**config.mk**
```make
export PLATFORM = sky130hd
export DESIGN_NAME = airtime_calc
export DESIGN_NICKNAME = d
export VERILOG_FILES = /design/src/rtl/airtime_pkg.sv /design/src/rtl/airtime_mode_sel.sv /design/src/rtl/airtime_divider.sv /design/src/rtl/airtime_ack_sel.sv /design/src/rtl/airtime_calc.sv
export SDC_FILE = /design/constraint.sdc
export NUM_CORES = 1
export LEC_CHECK = 0
export BUFFER_PORTS_ARGS = -buffer_cell sky130_fd_sc_hd__buf_2
export CORE_MARGIN = 3
export CORE_UTILIZATION = 36
export DETAILED_ROUTE_END_ITERATION = 8
export HOLD_SLACK_MARGIN = 0.12
export SLEW_MARGIN = 20
export SYNTH_ARGS = -nofsm -noshare
export SYNTH_HDL_FRONTEND = slang
export SYNTH_SLANG_ARGS = --single-unit
```
**constraint.sdc**
```tcl
create_clock -name clk -period 9.57 [get_ports clk]
set_input_delay 0 -clock clk [delete_from_list [all_inputs] [get_ports clk]]
set_output_delay 0 -clock clk [all_outputs]
set_load 0.05 [all_outputs]
```
**src/rtl/airtime_pkg.sv**
```systemverilog
// Package: shared mode encoding and rate-index lookups for the airtime
// calculator. Assumes rate indices 0..11 and rates in units of 100 kbit/s.
package airtime_pkg;

    typedef enum logic [1:0] {
        BW_20      = 2'd0,
        BW_40TURBO = 2'd1,
        BW_10      = 2'd2,
        BW_5       = 2'd3
    } bw_mode_e;

    localparam int IDX_W  = 4;
    localparam int TBL_RW = 10;

    // Maps a transmit-rate index to the rate index used for its acknowledgement.
    function automatic logic [IDX_W-1:0] ack_map(input logic [IDX_W-1:0] idx,
                                                 input logic high);
        logic [IDX_W-1:0] r;
        if (high) begin
            case (idx)
                4'd0:                r = 4'd0;
                4'd1, 4'd2, 4'd3:    r = 4'd1;
                4'd4, 4'd5:          r = 4'd4;
                4'd6, 4'd7:          r = 4'd6;
                default:             r = 4'd8;
            endcase
        end else begin
            r = (idx < 4'd4) ? 4'd0 : 4'd4;
        end
        return r;
    endfunction

    // Returns the bit rate (x100 kbit/s) of a rate index.
    function automatic logic [TBL_RW-1:0] rate_of_idx(input logic [IDX_W-1:0] idx);
        logic [TBL_RW-1:0] r;
        case (idx)
            4'd0:    r = 10'd10;
            4'd1:    r = 10'd20;
            4'd2:    r = 10'd55;
            4'd3:    r = 10'd110;
            4'd4:    r = 10'd60;
            4'd5:    r = 10'd90;
            4'd6:    r = 10'd120;
            4'd7:    r = 10'd180;
            4'd8:    r = 10'd240;
            4'd9:    r = 10'd360;
            4'd10:   r = 10'd480;
            default: r = 10'd540;
        endcase
        return r;
    endfunction

endpackage

```
**src/rtl/airtime_mode_sel.sv**
```systemverilog
// Module: picks the inter-frame gap, preamble and symbol time for a channel
// width mode. Purely combinational; assumes the scaled constants fit T_W bits.
module airtime_mode_sel
    import airtime_pkg::*;
#(
    parameter int T_W          = 8,
    parameter int PRE_US       = 16,
    parameter int PRE_MIN_US   = 8,
    parameter int SYM_US       = 4,
    parameter int SIFS_US      = 16,
    parameter int SIFS_TURBO   = 8,
    parameter int SIFS_HALF    = 32,
    parameter int SIFS_QUARTER = 64
) (
    input  logic [1:0]     mode_i,
    output logic [T_W-1:0] pre_o,
    output logic [T_W-1:0] sym_o,
    output logic [T_W-1:0] sifs_o
);

    // Selects and scales the timing constants for the requested mode.
    always_comb begin
        case (bw_mode_e'(mode_i))
            BW_40TURBO: begin
                pre_o  = T_W'(PRE_MIN_US);
                sym_o  = T_W'(SYM_US);
                sifs_o = T_W'(SIFS_TURBO);
            end
            BW_10: begin
                pre_o  = T_W'(PRE_US * 2);
                sym_o  = T_W'(SYM_US * 2);
                sifs_o = T_W'(SIFS_HALF);
            end
            BW_5: begin
                pre_o  = T_W'(PRE_US * 4);
                sym_o  = T_W'(SYM_US * 4);
                sifs_o = T_W'(SIFS_QUARTER);
            end
            default: begin
                pre_o  = T_W'(PRE_US);
                sym_o  = T_W'(SYM_US);
                sifs_o = T_W'(SIFS_US);
            end
        endcase
    end

endmodule

```
**src/rtl/airtime_divider.sv**
```systemverilog
// Module: sequential restoring divider, one quotient bit per cycle.
// A start loads the operands; done_o pulses NUM_W edges later with the
// quotient and a remainder-nonzero flag. Assumes den_i is nonzero and that
// start_i is raised only while busy_o is low.
module airtime_divider #(
    parameter int NUM_W = 20,
    parameter int DEN_W = 18
) (
    input  logic             clk,
    input  logic             rst_n,
    input  logic             start_i,
    input  logic [NUM_W-1:0] num_i,
    input  logic [DEN_W-1:0] den_i,
    output logic             busy_o,
    output logic             done_o,
    output logic [NUM_W-1:0] quo_o,
    output logic             rem_nz_o
);

    localparam int CNT_W = $clog2(NUM_W + 1);

    logic [NUM_W-1:0] quo_q;
    logic [DEN_W-1:0] rem_q;
    logic [DEN_W-1:0] den_q;
    logic [CNT_W-1:0] cnt_q;
    logic             run_q;
    logic             done_q;
    logic [DEN_W:0]   shifted;
    logic             fits;

    // Forms the shifted partial remainder and compares it with the divisor.
    always_comb begin
        shifted = {rem_q, quo_q[NUM_W-1]};
        fits    = (shifted >= {1'b0, den_q});
    end

    // Loads operands, then retires one quotient bit per cycle.
    always_ff @(posedge clk) begin
        if (!rst_n) begin
            quo_q  <= '0;
            rem_q  <= '0;
            den_q  <= '0;
            cnt_q  <= '0;
            run_q  <= 1'b0;
            done_q <= 1'b0;
        end else begin
            done_q <= 1'b0;
            if (start_i && !run_q) begin
                quo_q <= num_i;
                rem_q <= '0;
                den_q <= den_i;
                cnt_q <= CNT_W'(NUM_W);
                run_q <= 1'b1;
            end else if (run_q) begin
                rem_q <= fits ? DEN_W'(shifted - {1'b0, den_q}) : shifted[DEN_W-1:0];
                quo_q <= {quo_q[NUM_W-2:0], fits};
                cnt_q <= cnt_q - 1'b1;
                if (cnt_q == CNT_W'(1)) begin
                    run_q  <= 1'b0;
                    done_q <= 1'b1;
                end
            end
        end
    end

    assign busy_o   = run_q;
    assign done_o   = done_q;
    assign quo_o    = quo_q;
    assign rem_nz_o = |rem_q;

endmodule

```
**src/rtl/airtime_ack_sel.sv**
```systemverilog
// Module: chooses the acknowledgement rate index for a transmit index and
// the bit rate that index stands for. Combinational; assumes RATE_W >= 10.
module airtime_ack_sel
    import airtime_pkg::*;
#(
    parameter int RATE_W = 10
) (
    input  logic [IDX_W-1:0]  tx_idx_i,
    input  logic              high_i,
    output logic [IDX_W-1:0]  ack_idx_o,
    output logic [RATE_W-1:0] ack_rate_o
);

    // Applies the index map and looks up the rate of the chosen index.
    always_comb begin
        ack_idx_o  = ack_map(tx_idx_i, high_i);
        ack_rate_o = RATE_W'(rate_of_idx(ack_idx_o));
    end

endmodule

```
**src/rtl/airtime_calc.sv**
```systemverilog
// Module: top of the OFDM airtime calculator. Accepts a data-frame or a
// 10-byte acknowledgement request while idle (data wins a tie), divides the
// bit count into whole symbols and returns gap + preamble + symbol time.
// Assumes inputs are held stable only during the accepting cycle.
module airtime_calc
    import airtime_pkg::*;
#(
    parameter int LEN_W        = 12,
    parameter int RATE_W       = 10,
    parameter int T_W          = 8,
    parameter int PLCP_BITS    = 22,
    parameter int ACK_BYTES    = 10,
    parameter int PRE_US       = 16,
    parameter int PRE_MIN_US   = 8,
    parameter int SYM_US       = 4,
    parameter int SIFS_US      = 16,
    parameter int SIFS_TURBO   = 8,
    parameter int SIFS_HALF    = 32,
    parameter int SIFS_QUARTER = 64,
    localparam int BITS_W      = LEN_W + 4,
    localparam int NUM_W       = BITS_W + 4,
    localparam int DEN_W       = RATE_W + T_W,
    localparam int DUR_W       = T_W + NUM_W + 1,
    localparam int LATENCY     = NUM_W + 1
) (
    input  logic              clk,
    input  logic              rst_n,
    input  logic              start_i,
    input  logic              ack_start_i,
    input  logic [LEN_W-1:0]  len_i,
    input  logic [RATE_W-1:0] rate_i,
    input  logic [1:0]        bw_mode_i,
    input  logic [3:0]        tx_idx_i,
    input  logic              ack_high_i,
    output logic [3:0]        ack_idx_o,
    output logic              busy_o,
    output logic              done_o,
    output logic [DUR_W-1:0]  dur_o,
    output logic              err_o
);

    logic [T_W-1:0]    pre_w, sym_w, sifs_w;
    logic [RATE_W-1:0] ack_rate_w;
    logic              accept, use_ack;
    logic [LEN_W-1:0]  eff_len;
    logic [RATE_W-1:0] eff_rate;
    logic [BITS_W-1:0] bits_w;
    logic [NUM_W-1:0]  num_w;
    logic [DEN_W-1:0]  den_w;
    logic              div_busy, div_done, div_rem_nz;
    logic [NUM_W-1:0]  div_quo;

    logic              busy_q, done_q, err_q, zero_q;
    logic [T_W:0]      base_q;
    logic [T_W-1:0]    sym_q;
    logic [DUR_W-1:0]  dur_q;
    logic [NUM_W:0]    sym_count;

    airtime_mode_sel #(
        .T_W          (T_W),
        .PRE_US       (PRE_US),
        .PRE_MIN_US   (PRE_MIN_US),
        .SYM_US       (SYM_US),
        .SIFS_US      (SIFS_US),
        .SIFS_TURBO   (SIFS_TURBO),
        .SIFS_HALF    (SIFS_HALF),
        .SIFS_QUARTER (SIFS_QUARTER)
    ) u_mode (
        .mode_i (bw_mode_i),
        .pre_o  (pre_w),
        .sym_o  (sym_w),
        .sifs_o (sifs_w)
    );

    airtime_ack_sel #(
        .RATE_W (RATE_W)
    ) u_ack (
        .tx_idx_i   (tx_idx_i),
        .high_i     (ack_high_i),
        .ack_idx_o  (ack_idx_o),
        .ack_rate_o (ack_rate_w)
    );

    // Arbitrates the two request kinds and forms the divider operands.
    always_comb begin
        accept   = !busy_q && (start_i || ack_start_i);
        use_ack  = !start_i && ack_start_i;
        eff_len  = use_ack ? LEN_W'(ACK_BYTES) : len_i;
        eff_rate = use_ack ? ack_rate_w : rate_i;
        bits_w   = BITS_W'(PLCP_BITS) + (BITS_W'(eff_len) << 3);
        num_w    = NUM_W'(bits_w) * NUM_W'(10);
        den_w    = (eff_rate == '0) ? DEN_W'(1)
                                    : DEN_W'(eff_rate) * DEN_W'(sym_w);
    end

    airtime_divider #(
        .NUM_W (NUM_W),
        .DEN_W (DEN_W)
    ) u_div (
        .clk      (clk),
        .rst_n    (rst_n),
        .start_i  (accept),
        .num_i    (num_w),
        .den_i    (den_w),
        .busy_o   (div_busy),
        .done_o   (div_done),
        .quo_o    (div_quo),
        .rem_nz_o (div_rem_nz)
    );

    // Rounds the quotient up to whole symbols when a remainder is left.
    always_comb begin
        sym_count = {1'b0, div_quo} + (NUM_W + 1)'(div_rem_nz);
    end

    // Tracks the job, captures the per-job constants and registers the result.
    always_ff @(posedge clk) begin
        if (!rst_n) begin
            busy_q <= 1'b0;
            done_q <= 1'b0;
            err_q  <= 1'b0;
            zero_q <= 1'b0;
            base_q <= '0;
            sym_q  <= '0;
            dur_q  <= '0;
        end else begin
            done_q <= 1'b0;
            if (accept) begin
                busy_q <= 1'b1;
                zero_q <= (eff_rate == '0);
                base_q <= {1'b0, sifs_w} + {1'b0, pre_w};
                sym_q  <= sym_w;
            end else if (busy_q && div_done) begin
                busy_q <= 1'b0;
                done_q <= 1'b1;
                err_q  <= zero_q;
                dur_q  <= zero_q ? '0
                        : DUR_W'(base_q) + DUR_W'(sym_q) * DUR_W'(sym_count);
            end
        end
    end

    assign busy_o = busy_q;
    assign done_o = done_q;
    assign dur_o  = dur_q;
    assign err_o  = err_q;

endmodule

```
Yosys cells after proc, flatten, opt, wreduce, memory -nomap -nowiden
Memories as Yosys holds them, arrays and structs flattened.
Cells that the tools add are included.

cells by class
  eq/ne operators = 4
  reduce and logical (&&, ||, !) cells = 16
  bitwise logic cells = 3
  add/sub/neg operators = 6
  magnitude comparators = 2
  multiplexer cells = 21
  multiply operators = 3

operator list
  cell                                                                    count
  20-bit 2-to-1 mux                                                       2
  18-bit 2-to-1 mux                                                       2
  9-bit by 29-bit adder with 29-bit output                                1
  8-bit by 21-bit multiplier with 29-bit output                           1
  29-bit 2-to-1 mux                                                       1
  20-bit by 1-bit adder with 21-bit output                                1
  7-bit one-hot mux with 3 select lines                                   1
  19-bit by 18-bit >= comparator with 1-bit output                        1
  16-bit by 3-bit multiplier with 19-bit output (second input constant)   1
  10-bit by 8-bit multiplier with 18-bit output                           1
  18-bit OR reduction                                                     1
  18-bit subtractor                                                       1
  5-bit by 15-bit adder with 16-bit output (first input constant)         1
  12-bit 2-to-1 mux                                                       1
  10-bit logical NOT                                                      1
  10-bit 2-to-1 mux                                                       1
  5-bit 2-to-1 mux                                                        2
  5-bit one-hot mux with 2 select lines                                   1
  8-bit by 8-bit adder with 9-bit output                                  1
  4-bit 2-to-1 mux                                                        2
  1-bit 2-to-1 mux                                                        7
  5-bit by 1-bit equality test with 1-bit output (second input constant)  1
  5-bit by 1-bit subtractor with 5-bit output (second input constant)     1
  2-bit equality test (second input constant)                             2
  11 further kinds                                                        20

storage, ports and cells
  memory bits (read-only) = 184
  output and inout port bits = 36
  bits of input ports = 33
  register bits after elaboration = 113
  memories = 2
  word-level logic and storage cells = 72

memories
  name             words  bits a word  read ports  clocked after memory_dff  wr ports  RTL line           text
  (no name shown)  16     10           1           0                         0         airtime_pkg.sv:36  case (idx)
  (no name shown)  8      3            1           0                         0         airtime_pkg.sv:20  case (idx)

Longest topological paths before layout
An unclocked memory read counts as a cell.

  depth in word-level cells = 7
  depth in mapped cells = 25
  gate-level depth less buffers = 25

Modules after synthesis
From an unflattened synthesis, not the netlist that was laid out.

unflattened totals
  cells, all modules = 1931
  area total of the unflattened synthesis = 15980.3 um2

by module, submodules not included
  module            cells each  area each (um2)  times used  sequential area each (um2)
  airtime_calc      1425        11842.6          1           1001.0
  airtime_divider   441         3684.8           1           1261.2
  airtime_ack_sel   40          276.5            1           0.0
  airtime_mode_sel  25          176.4            1           0.0

Worst setup path after synthesis
Ideal clock, no wire load.

  kind = register to register
  from = register u_div.rem_q[8]
  to = register dur_q[24] (netlist: dur_o[24])
  stages on the path, launching flop included = 24
  arrival time = 5.163 ns
  path slack = 4.278 ns
  required time = 9.442 ns
  period minus slack after synthesis = 5.292 ns
  setup time = 0.128 ns
  path buffers = 0
  cell sequence = dfxtp_1 -> or4_1 -> nor4_1 -> nand4_1 -> ha_1 -> ha_1 -> xor2_1 -> nand2_1 -> fa_1 -> inv_1 -> ha_1 -> ha_1 -> fa_1 -> ha_1 -> inv_1 -> fa_1 -> nand2b_1 -> a21oi_1 -> o41ai_1 -> o211a_1 -> o2111ai_1 -> a21oi_1 -> xor2_1 -> o21ai_0

between the ends
  cells in the longest elaborated chain, start to end = 5

ends and longest elaborated chain
  element                                        RTL line               text
  from (decl)                                    airtime_divider.sv:23  logic [DEN_W-1:0] rem_q;
  from (signal assigned)                         airtime_divider.sv:55  rem_q <= fits ? DEN_W'(shifted - {1'b0, den_q}) : shifted[DEN_W-1:0];
  18-bit OR reduction                            airtime_divider.sv:69  assign rem_nz_o = |rem_q;
  20-bit by 1-bit adder with 21-bit output       airtime_calc.sv:113    sym_count = {1'b0, div_quo} + (NUM_W + 1)'(div_rem_nz);
  8-bit by 21-bit multiplier with 29-bit output  airtime_calc.sv:138    : DUR_W'(base_q) + DUR_W'(sym_q) * DUR_W'(sym_count);
  9-bit by 29-bit adder with 29-bit output       airtime_calc.sv:138
  29-bit 2-to-1 mux                              airtime_calc.sv:137    dur_q <= zero_q ? '0
  to (signal assigned)                           airtime_calc.sv:137
  to (decl)                                      airtime_calc.sv:56     logic [DUR_W-1:0] dur_q;

No other way between the ends.
A chain may end at the register's enable or synchronous reset.

Final worst setup path
  from = register u_div.rem_q[8]
  to = register dur_q[23] (netlist: dur_o[23])

Same word-level chain as after synthesis.

==> reports/metrics.json <==
{
  "outcome": "finished, final reports clean",
  "via_count": 8082,
  "totalWireLength_mm": 21.07,
  "worst-slew-pin-transition_ns": 0.9456,
  "clock_tree.buffer_depth": 2,
  "grt_start_max_net_pins": 62,
  "clock_insertion_delay_worst_skew_ns": 0.36,
  "hpwl_mm": 16.59,
  "cell_by_cell_trace_of_the_critical_path": "or4_1 > nor4_1 > nand4_1 > ha_1 > ha_1 > nand3_1 > xnor2_1 > nand2_1 > fa_1 > inv_1 > ha_1 > ha_1 > inv_1 > fa_1 > inv_1 > ha_1 > a21oi_1 > o221ai_1 > a22o_1 > o21ai_0 > o221ai_1 > a21oi_1 > xor2_1 > o21ai_0",
  "synth.yosys.warnings": 0,
  "synth_top_flop_cell": "dfxtp_1",
  "top_layer": "met4",
  "drt_iter0_drc": 485,
  "layout_cells_sized_above_1": 0.08181,
  "async_flop_share": 0,
  "io_pins": 69,
  "dominant_cell_type_by_area_after_synthesis": "dfxtp_1",
  "worst_max_slew_margin_expressed_relative_to_the_limit": 0.3696,
  "first_global_vias": 7434,
  "holdCritStartpoint": "len_i[11]",
  "synth.lib_cells_used.distinct": 67,
  "crit_slowest_cell": "fa_1",
  "wl_met3_um": 763,
  "cp_max_fo": 4,
  "post_dp_cell_area_sq_um": 10170,
  "route.met2.wl_mm": 8.510,
  "synth-edff-count": 0,
  "critPathBufInv": 3,
  "setup.worst_path.start_class": "register",
  "multi_input_area_sq_um": 7107,
  "timing.final.hold_violations": 0,
  "ir_drop_uv": 80.84,
  "combined_global_route_utilization_of_all_metal_layers": 0.1473,
  "first_pass_grt_wire_length_mm": 36.05,
  "postSynthCellCount": 1229,
  "setup.reg_to_reg.worst_slack_ns": 3.37,
  "endpoint_kind": "register",
  "synth-seq-area-share": 0.1952,
  "leakagePower_nw": 5.020,
  "holdPathEnd": "u_div.quo_o[19]",
  "floorplan.die.height_um": 169.6,
  "rows": 59,
  "fmaxAchievable_mhz": 161.4,
  "finish.net_count": 1466,
  "htree_num_levels": 3,
  "cp_top_family": "adder cells",
  "initial_utilization": 0.3679,
  "detail_route.first_pass.iterations": 5,
  "die_area_sq_um": 28780,
  "fin_clk_skew_ns": 0.01556,
  "yosys.area.top_type_share": 0.1952,
  "worst-endpoint-arrival_ns": 6.41,
  "cts-root-buf": "clkbuf_16",
  "cts_resized": 0,
  "place_congestion": 0.8632,
  "area.sequential_sq_um": 1883,
  "stdcell_area_sq_um": 10530,
  "layout.cells.most_common_list": "161 x nand2_1, 143 x ha_1, 111 x inv_1",
  "hold_class": "input pin to register",
  "fin_setup_tns_ns": 0,
  "mappedNetlistArea_sq_um": 9640,
  "synthToLayoutAreaGrowth_pct": 9.214,
  "grt_setup_unrepaired": "false",
  "grt_antenna_before_repair": 0,
  "worstSetupPathType": "register to register",
  "crit_required_ns": 9.79,
  "timing_max_transition_violations_final": 0,
  "remaining_design_rule_violation_count": 0,
  "hold_path_depth": 4,
  "cp_slowest_stage_delay_ns": 0.59,
  "synth.avg_cell_area_sq_um": 7.844,
  "insertedDiodeCount": 0,
  "nFillCells": 2729,
  "layout_min_cycle_time_ns": 6.197,
  "cts.sinks": 94,
  "reg2reg_depth": 24,
  "vias_per_cell": 5.070,
  "core_area_sq_um": 26210,
  "grt.overflow.total": 0,
  "regToRegStartpoint": "u_div.rem_q[8]",
  "wl_per_cell_um": 13.22,
  "synthTopCellsByArea": "dfxtp_1 20%, ha_1 19%, fa_1 7.5%",
  "final_common_cell": "nand2_1",
  "detail_route.wirelength.met1_mm": 11.64,
  "finalCritPeriodShare": 0.6475,
  "tritoncts": "built",
  "cellPowerDensity_nw_per_um2": 133.1,
  "r2r-end": "dur_o[23]",
  "die_x_um": 169.6,
  "setup_viol": 0,
  "postSynthRegisterBits": 94,
  "drt.antenna.violating_nets": 0,
  "cts.clk_slew.worst_paths_ns": 0.08,
  "timing.max_cap.violations": 0,
  "cts-buffers-inserted": 9,
  "portBuffers": 64,
  "top_cell_by_count_worst_path": "ha_1"
}
layout make-up:
type | count | share of cell area
repair buffers | 72 | 0.03779
inverters | 111 | 0.03957
flip-flops and latches | 94 | 0.1788
multi-input cells | 966 | 0.6750
well taps | 335 | 0.03981
clock buffers | 10 | 0.02175
clock inverters | 6 | 0.007249
worst max path at each step:
stage / from / endpoint / slack [ns] / depth (start not counted)
global placement: u_div.rem_q[8] / dur_o[24] / 3.61 / 23
finish: u_div.rem_q[8] / dur_o[23] / 3.37 / 24
detailed placement: u_div.rem_q[8] / dur_o[24] / 3.46 / 23
CTS: u_div.rem_q[8] / dur_o[24] / 3.44 / 23
floorplan: u_div.rem_q[8] / dur_o[24] / 4.28 / 23
global route: u_div.rem_q[8] / dur_o[24] / 2.96 / 23
worst register-to-register path, stage by stage (launching register included):
cell and delay (ns):
dfxtp_1 0.33, or4_1 0.56, nor4_1 0.32, nand4_1 0.16, ha_1 0.24, ha_1 0.21, nand3_1 0.15, xnor2_1 0.19
nand2_1 0.11, fa_1 0.40, inv_1 0.06, ha_1 0.22, ha_1 0.28, inv_1 0.05, fa_1 0.59, inv_1 0.06
ha_1 0.28, a21oi_1 0.27, o221ai_1 0.23, a22o_1 0.26, o21ai_0 0.44, o221ai_1 0.18, a21oi_1 0.21, xor2_1 0.16
o21ai_0 0.09
cells by family after synthesis:
group / Yosys count / share of synthesized area
simple gates: 423 / 0.2069
compound gates: 275 / 0.1896
fa+ha+maj: 179 / 0.2604
buf+inv: 172 / 0.06879
flops: 94 / 0.1952
xor+xnor: 74 / 0.06723
mux: 11 / 0.01155
other cells: 1 / 0.0003890
flip-flops by register name, indices dropped and copies added (netlist names), 2 cells and up:
register,cells
dur_o,25
u_div.rem_q,18
u_div.cnt_q,5
sym_q,2
base_q,3
u_div.den_q,15
u_div.quo_o,20
layer usage:
metal	GRT usage	vias up
li1	-	4263
met1	0.2253	3662
met2	0.2185	149
met3	0.02259	8
met4	0.02916	0
met5	0	-
per-stage QoR:
stage	hold slack, ns	util	worst slack [ns]	power [W]	cells
3_5_place_dp	0.2772	0.3880	3.462	0.001029	1573
4_1_cts	0.1740	0.4012	3.438	0.001414	1593
3_3_place_gp	0.2760	0.3880	3.608	0.001030	1573
6_report	0.1805	0.4018	3.373	0.001402	1594
2_1_floorplan	0.1179	-	4.278	0.0009178	1232
5_1_grt	0.2148	0.4018	2.957	0.001510	1594
report_power, final:
| group | switching (W) | internal (W) |
|---|---|---|
| Clock | 0.000167 | 0.000208 |
| Sequential | 0.0000352 | 0.000418 |
| Combinational | 0.000332 | 0.000241 |
Yosys cell counts (all sizes together), types with 3 or more instances:
cell     number
clkbuf       52
o2111ai       3
nor2         82
a32o          3
a21boi       17
or3           9
o311ai        3
and3         12
xor2         31
a31oi         7
o211a         5
o41ai         3
and4          3
mux2i        10
nand2       161
nor3         17
o21bai        5
nand4        12
xnor2        43
nor2b        26
nand3        37
dfxtp        94
o221ai        3
a21o         16
inv         111
o21ai        71
and2         19
o211ai        5
a21oi        81
o21a          4
a22o          7
a211oi       22
fa           36
buf           9
nor4          7
or2           8
ha          143
nand2b       24
nand3b        3
repair_timing:
| action | CTS | global route |
|---|---|---|
| hold buffers | 4 | 0 |
| buffers inserted | 0 | 0 |
| hold endpoints to repair | 4 | 0 |
No activity file was read; power rests on OpenSTA's default activity.
